## src/rtl/bru_pkg.sv

```systemverilog
package bru_pkg;

  localparam int OPC_W   = 6;
  localparam int OPC_LSB = 26;
  localparam int RSEL_W  = 5;
  localparam int RSEL_LSB = 16;
  localparam int OFF_W   = 16;
  localparam int JIDX_W  = 26;

  localparam logic [OPC_W-1:0] OP_ZCMP = 6'd1;
  localparam logic [OPC_W-1:0] OP_JMP  = 6'd2;
  localparam logic [OPC_W-1:0] OP_EQ   = 6'd4;
  localparam logic [OPC_W-1:0] OP_NE   = 6'd5;
  localparam logic [OPC_W-1:0] OP_LEZ  = 6'd6;
  localparam logic [OPC_W-1:0] OP_GTZ  = 6'd7;

  localparam logic [RSEL_W-1:0] SEL_LTZ = 5'd0;
  localparam logic [RSEL_W-1:0] SEL_GEZ = 5'd1;

  typedef enum logic [2:0] {
    COND_NONE,
    COND_EQ,
    COND_NE,
    COND_LEZ,
    COND_GTZ,
    COND_LTZ,
    COND_GEZ
  } condE;

  typedef struct packed {
    condE cond;
    logic jump;
    logic illegal;
  } strobeT;

endpackage

```

## src/rtl/bru_ctrl.sv

```systemverilog
module bru_ctrl
  import bru_pkg::*;
(
  input  logic [OPC_W-1:0]  opcode,
  input  logic [RSEL_W-1:0] rtField,
  output strobeT            strobes
);

  always_comb begin
    strobes = '{cond: COND_NONE, jump: 1'b0, illegal: 1'b0};
    unique case (opcode)
      OP_JMP:  strobes.jump = 1'b1;
      OP_EQ:   strobes.cond = COND_EQ;
      OP_NE:   strobes.cond = COND_NE;
      OP_LEZ:  strobes.cond = COND_LEZ;
      OP_GTZ:  strobes.cond = COND_GTZ;
      OP_ZCMP: begin
        if (rtField == SEL_LTZ)      strobes.cond = COND_LTZ;
        else if (rtField == SEL_GEZ) strobes.cond = COND_GEZ;
        else                         strobes.illegal = 1'b1;
      end
      default: ;
    endcase
  end

endmodule

```

## src/rtl/bru_dp.sv

```systemverilog
module bru_dp
  import bru_pkg::*;
#(
  parameter int PC_W   = 32,
  parameter int DATA_W = 32
) (
  input  logic              clk,
  input  logic              rstN,
  input  logic [PC_W-1:0]   pc,
  input  logic [JIDX_W-1:0] jumpIdx,
  input  logic [DATA_W-1:0] rsVal,
  input  logic [DATA_W-1:0] rtVal,
  input  strobeT            strobes,
  output logic [PC_W-1:0]   nextPc,
  output logic              taken,
  output logic              illegal
);

  localparam int WORD_SH  = 2;
  localparam int EXT_W    = PC_W - OFF_W - WORD_SH;
  localparam int REGION_W = PC_W - JIDX_W - WORD_SH;
  localparam logic [PC_W-1:0] STEP = PC_W'(4);

  logic [OFF_W-1:0] offset;
  logic [PC_W-1:0]  seqPc;
  logic [PC_W-1:0]  byteOffset;
  logic [PC_W-1:0]  branchPc;
  logic [PC_W-1:0]  jumpPc;
  logic             rsNeg;
  logic             rsZero;
  logic             rsEqRt;
  logic             condMet;
  logic [PC_W-1:0]  pcSel;
  logic             takeSel;

  assign offset     = jumpIdx[OFF_W-1:0];
  assign seqPc      = pc + STEP;
  assign byteOffset = {{EXT_W{offset[OFF_W-1]}}, offset, {WORD_SH{1'b0}}};
  assign branchPc   = seqPc + byteOffset;
  assign jumpPc     = {pc[PC_W-1 -: REGION_W], jumpIdx, {WORD_SH{1'b0}}};

  assign rsNeg  = rsVal[DATA_W-1];
  assign rsZero = (rsVal == '0);
  assign rsEqRt = (rsVal == rtVal);

  always_comb begin
    unique case (strobes.cond)
      COND_EQ:  condMet = rsEqRt;
      COND_NE:  condMet = !rsEqRt;
      COND_LEZ: condMet = rsNeg || rsZero;
      COND_GTZ: condMet = !rsNeg && !rsZero;
      COND_LTZ: condMet = rsNeg;
      COND_GEZ: condMet = !rsNeg;
      default:  condMet = 1'b0;
    endcase
  end

  always_comb begin
    if (strobes.jump) begin
      pcSel   = jumpPc;
      takeSel = 1'b1;
    end else if (condMet) begin
      pcSel   = branchPc;
      takeSel = 1'b1;
    end else begin
      pcSel   = seqPc;
      takeSel = 1'b0;
    end
  end

  always_ff @(posedge clk or negedge rstN) begin
    if (!rstN) begin
      nextPc  <= '0;
      taken   <= 1'b0;
      illegal <= 1'b0;
    end else begin
      nextPc  <= pcSel;
      taken   <= takeSel;
      illegal <= strobes.illegal;
    end
  end

endmodule

```

## src/rtl/branch_target_unit.sv

```systemverilog
module branch_target_unit
  import bru_pkg::*;
#(
  parameter int PC_W   = 32,
  parameter int DATA_W = 32
) (
  input  logic              clk,
  input  logic              rstN,
  input  logic [PC_W-1:0]   pcIn,
  input  logic [31:0]       instrIn,
  input  logic [DATA_W-1:0] rsVal,
  input  logic [DATA_W-1:0] rtVal,
  output logic [PC_W-1:0]   nextPc,
  output logic              branchTaken,
  output logic              badBranch
);

  strobeT strobes;

  bru_ctrl i_ctrl (
    .opcode  (instrIn[OPC_LSB +: OPC_W]),
    .rtField (instrIn[RSEL_LSB +: RSEL_W]),
    .strobes (strobes)
  );

  bru_dp #(.PC_W(PC_W), .DATA_W(DATA_W)) i_dp (
    .clk     (clk),
    .rstN    (rstN),
    .pc      (pcIn),
    .jumpIdx (instrIn[JIDX_W-1:0]),
    .rsVal   (rsVal),
    .rtVal   (rtVal),
    .strobes (strobes),
    .nextPc  (nextPc),
    .taken   (branchTaken),
    .illegal (badBranch)
  );

endmodule

```

## config.mk

```make
export PLATFORM = sky130hd
export DESIGN_NAME = branch_target_unit
export DESIGN_NICKNAME = d
export VERILOG_FILES = /design/src/rtl/bru_pkg.sv /design/src/rtl/bru_ctrl.sv /design/src/rtl/bru_dp.sv /design/src/rtl/branch_target_unit.sv
export SDC_FILE = /design/constraint.sdc
export NUM_CORES = 1
export LEC_CHECK = 0
export BUFFER_PORTS_ARGS = -buffer_cell sky130_fd_sc_hd__buf_2
export CORE_AREA = 2 2 103 105
export DETAILED_ROUTE_END_ITERATION = 10
export DIE_AREA = 0 0 105 107
export GPL_ROUTABILITY_DRIVEN = 1
export PLACE_DENSITY = 0.79
export SLEW_MARGIN = 0
export SYNTH_ARGS = -nofsm -noshare
export SYNTH_HDL_FRONTEND = slang
export SYNTH_SLANG_ARGS = --single-unit
```

## constraint.sdc

```tcl
create_clock -name clk -period 0.8 [get_ports clk]
set_input_delay 0.04 -clock clk [delete_from_list [all_inputs] [get_ports clk]]
set_output_delay 0.04 -clock clk [all_outputs]
set_load 0.1 [all_outputs]
```

Yosys cells after proc, flatten, opt, wreduce, memory -nomap -nowiden. Index checks and enable logic that the tools add are counted.

Add/sub/neg operators: 2. Eq/ne operators: 14. Muxes and demuxes: 12. Reduce and logical (&&, ||, !) cells: 7.

Operators by type and width (count): two-way mux 32 bit (2); adder 32 x 3 -> 32 bit, second input constant (1); adder 32 bit (1); equality test 32 bit (1); zero test 32 bit (1); equality test 6 x 3 -> 1 bit, second input constant (4); case mux 3 bit (5 select lines) (1); equality test 3 bit, second input constant (3); equality test 3 x 2 -> 1 bit, second input constant (2); equality test 6 x 1 -> 1 bit, second input constant (1); equality test 6 x 2 -> 1 bit, second input constant (1); two-way mux 1 bit (6); two-way mux 3 bit (2); case mux 1 bit (6 select lines) (1); equality test 5 x 1 -> 1 bit, second input constant (1); zero test 5 bit (1); equality test 3 x 1 -> 1 bit, second input constant (1); zero test 1 bit (3); logical AND 1 bit (1); logical OR 1 bit (1).

Bits in registers: 34. Input bits: 130. Output and inout bits: 34.

Logic depth before layout (Yosys ltp).
Word-level depth: 8. Mapped depth: 15.

Cells and area by module. From an unflattened synthesis, not the netlist that was laid out.

Cell total of the unflattened synthesis: 519. Area, all modules: 4226.6 um^2.

Modules (own cells, without submodules): bru_dp (instances 1, cells an instance 501, area an instance 4121.5 um^2, seq. area each 850.8 um^2); bru_ctrl (instances 1, cells an instance 18, area an instance 105.1 um^2, seq. area each 0.0 um^2).

Least setup slack after synthesis. OpenSTA, ideal clock, no wires.

Path kind: input to register. From: input port pcIn[13]. To: register i_dp.nextPc[31]. Library setup time: 0.087 ns. Arrival time: 2.954 ns. Required time: 0.713 ns. Slack: -2.241 ns. Stages on the path: 15. Buffers on the path: 1. Cell sequence: and4_1 > nand3_1 > nor3_1 > nand2_1 > xnor2_1 > ha_1 > clkbuf_1 > a21o_1 > a21oi_1 > o21bai_1 > a2111o_1 > a31oi_1 > and2_1 > o2111ai_1 > o211ai_1.

Longest elaborated chain between the ends: 4.

RTL lines: start, declared (line branch_target_unit.sv:9) `input logic [PC_W-1:0] pcIn,`; adder 32 x 3 -> 32 bit (*) (line bru_dp.sv:37) `assign seqPc = pc + STEP;`; adder 32 bit (line bru_dp.sv:39) `assign branchPc = seqPc + byteOffset;`; two-way mux 32 bit (*) (line bru_dp.sv:62) `end else if (condMet) begin`; two-way mux 32 bit (*) (line bru_dp.sv:59) `if (strobes.jump) begin`; named net i_dp.pcSel[31] (line bru_dp.sv:33) `logic [PC_W-1:0] pcSel;`; end signal, assigned (line bru_dp.sv:77) `nextPc <= pcSel;`; end, declared (line bru_dp.sv:14) `output logic [PC_W-1:0] nextPc,`.

Mark *: on every way through the listed nets, which the timed path passes. The rest lies on a longest branch.

Worst setup path in the final report. Same ends and word-level chain as after synthesis.

==> reports/results.ini <==
[outcome]
outcome = finished with violations
violations = negative setup slack

[placement]
dp_hpwl_mm = 13.59
io_buffers = 163
gp_congestion = 0.9625
dp.cells = 958

[min_path]
hp-class = input pin to flop

[layout]
nets = 1067
nFillCells = 427
final_util = 0.8748
layout-drive-gt1-share = 0.6344
fin_cells = 1037
final_cell_mix = buf_4, buf_2, xor2_1, buf_6, buf_12
final_common_cell = buf_4
syn_to_final_growth_pct = 113.9

[clock_network]
cts-root-buf = clkbuf_8
clkSinkCount = 34
cts_tree = built
path_clk_slew_ps = 70
numCtsBuffers = 5
clockBufferDepth = 2
cts_htree_levels = 2

[global_route]
antenna_found_initial = 2
grt_usage = 0.3622
grt_pass1_vias = 6466
grt_pass1_wl_mm = 32.26
grt_overflow = 0
grt_max_degree = 35

[power_and_ir_drop]
leakagePower_nw = 4.093
powerDensity_mw_per_mm2 = 1172
vdd_drop_max_mv = 1.001
finalPower_mw = 10.35

[floorplanning]
io_pins = 164
die_w_um = 105
fp-row-count = 37
start_util = 0.4090
die-area_sq_mm = 0.01124
die_h_um = 107
core_sq_mm = 0.01009

[yosys]
synth-edff-count = 0
yosysSeqAreaShare = 0.2061
synthCells = 502
synthArstFlopShare = 1.000
synth_ff_type = dfrtp_1
ys_ff_latch = 34
synth_warnings = 0
synth_area_per_cell_sq_um = 8.223
synth_cell_type_count = 60
synth_nets = 670
syn-cell-area_sq_mm = 0.004128

[timing]
setup_slack_ps = -2789
finalSetupViolCount = 67
worstMarginPinSlew_ps = 797.2
maxSlewViolCount = 0
rsz0062_at_grt = yes
relSlewSlack = 0.4661
fmax_mhz = 278.6
whs_ps = 8.710
final.period_utilization = 4.486
fin_crit_ps = 3589
hold_viol = 0

[setup_path]
max_stage_delay_ps = 370
cp_data_required_time_ps = 1000
end_kind = flop
cp_cell_sequence = buf_6, and4_4, nand3_4, nor3_4, nand2_1, xnor2_2, ha_1, nand2_1, nor2_4, o2111ai_2, buf_4, a31oi_4, nand4_1, buf_4, nand3_1, o2111ai_2, o211ai_1
startpoint_type = input pin
worst-setup-path-type = input pin to flop
cp_slowest_cell = ha_1
path_max_fanout = 5
arrival_ps = 3790

[flow_run]
cap_violations = 0

[route]
drt_pass1_iterations = 9
drt_wl_total_mm = 31.76
drt-initial-drc-count = 1148
ant_nets = 0
wl_per_cell_um = 30.63
routed_via_density = 7.083
route.detailed.drc = 0
vias = 7345

==> power breakdown <==
part / switching (mW) / internal [mW]
Clock: 0.793 / 0.698
Combinational: 3.86 / 3.01
Sequential: 0.120 / 1.87
==> per-layer routing <==
metal  share of wire  GRT usage  up-vias
li1                -          -     2692
met1            0.29     0.3877     3284
met2            0.42     0.6466      901
met3            0.15    0.06018      464
met4            0.13     0.2590        4
met5          0.0051          0        -
==> final timing paths <==
kind                        startpoint                         to  slack (ps)  cells past startpoint
min in group asynchronous         rstN  i_dp.nextPc[17]$_DFF_PN0_         210                      3
max in group asynchronous         rstN     i_dp.illegal$_DFF_PN0_         360                      3
setup / recovery              pcIn[13]  i_dp.nextPc[31]$_DFF_PN0_       -2790                     17
hold / removal             instrIn[23]  i_dp.nextPc[25]$_DFF_PN0_           9                      3
==> state kept, by name, indices dropped and copies added (netlist names) <==
register      flops
i_dp.taken        1
i_dp.nextPc      32
i_dp.illegal      1
==> cell usage after synthesis, drive strengths merged (7+ instances only) <==
master	number	area (sq um)
a21o	14	105.1
and2	7	43.79
xor2	50	437.9
a21oi	42	210.2
o21ai	19	95.09
o22ai	15	93.84
o221a	7	78.82
and3	8	50.05
nor4	16	100.1
xnor2	30	262.8
inv	11	41.29
ha	37	462.9
nand2	47	176.4
nor2	26	105.1
nand4	15	93.84
nor3	12	60.06
dfrtp	34	850.8
nand3	17	97.60
o211ai	12	95.09
clkbuf	7	26.28
==> worst max-delay path, delay by kind of cell <==
| family | cells | cell delay [ps] |
|---|---|---|
| AO/OA/AOI/OAI | 4 | 770 |
| XOR/XNOR | 1 | 180 |
| adder cells (fa/ha/maj) | 1 | 370 |
| buffers and inverters | 3 | 600 |
| AND/OR/NAND/NOR | 8 | 1820 |
==> kinds of logic after synthesis <==
kind of cell | after synthesis | share of synthesized area
AND/OR/NAND/NOR | 176 | 0.2279
multiplexers | 3 | 0.007275
flip-flops | 34 | 0.2061
adder cells (fa/ha/maj) | 38 | 0.1170
AO/OA/AOI/OAI | 148 | 0.2458
XOR/XNOR | 80 | 0.1697
buffers and inverters | 23 | 0.02607
==> metrics by stage <==
stage / worst slack, ps / TNS [ps] / cell area (sq um)
global route: -2835 / -68780 / 8828
CTS: -1861 / -48660 / 8006
detailed placement: -2353 / -58090 / 7089
floorplan: -1978 / -42650 / 4405
finish: -2789 / -65270 / 8828
global placement: -2269 / -55420 / 7089
==> area by class of cell <==
cell class	instances	area, sq um	area share
Timing Repair Buffer	402	3466	0.3926
Inverter	11	51.30	0.005811
Multi-Input combinational cell	445	4155	0.4707
Clock buffer	7	86.33	0.009779
Clock inverter	1	5.005	0.0005669
Antenna cell	1	2.502	0.0002834
Tap cell	136	170.2	0.01927
Sequential cell	34	892.1	0.1010
==> repair_timing <==
action | CTS | global route
endpoints found under the setup margin | 67 | 67
resized for setup | 110 | 93
buffers inserted | 28 | 42
hold endpoints to repair | 38 | 0
pin swaps | 89 | 97
cloned | 2 | 0
hold buffers | 5 | 0
Note: power is estimated with default switching activity, not from simulation.
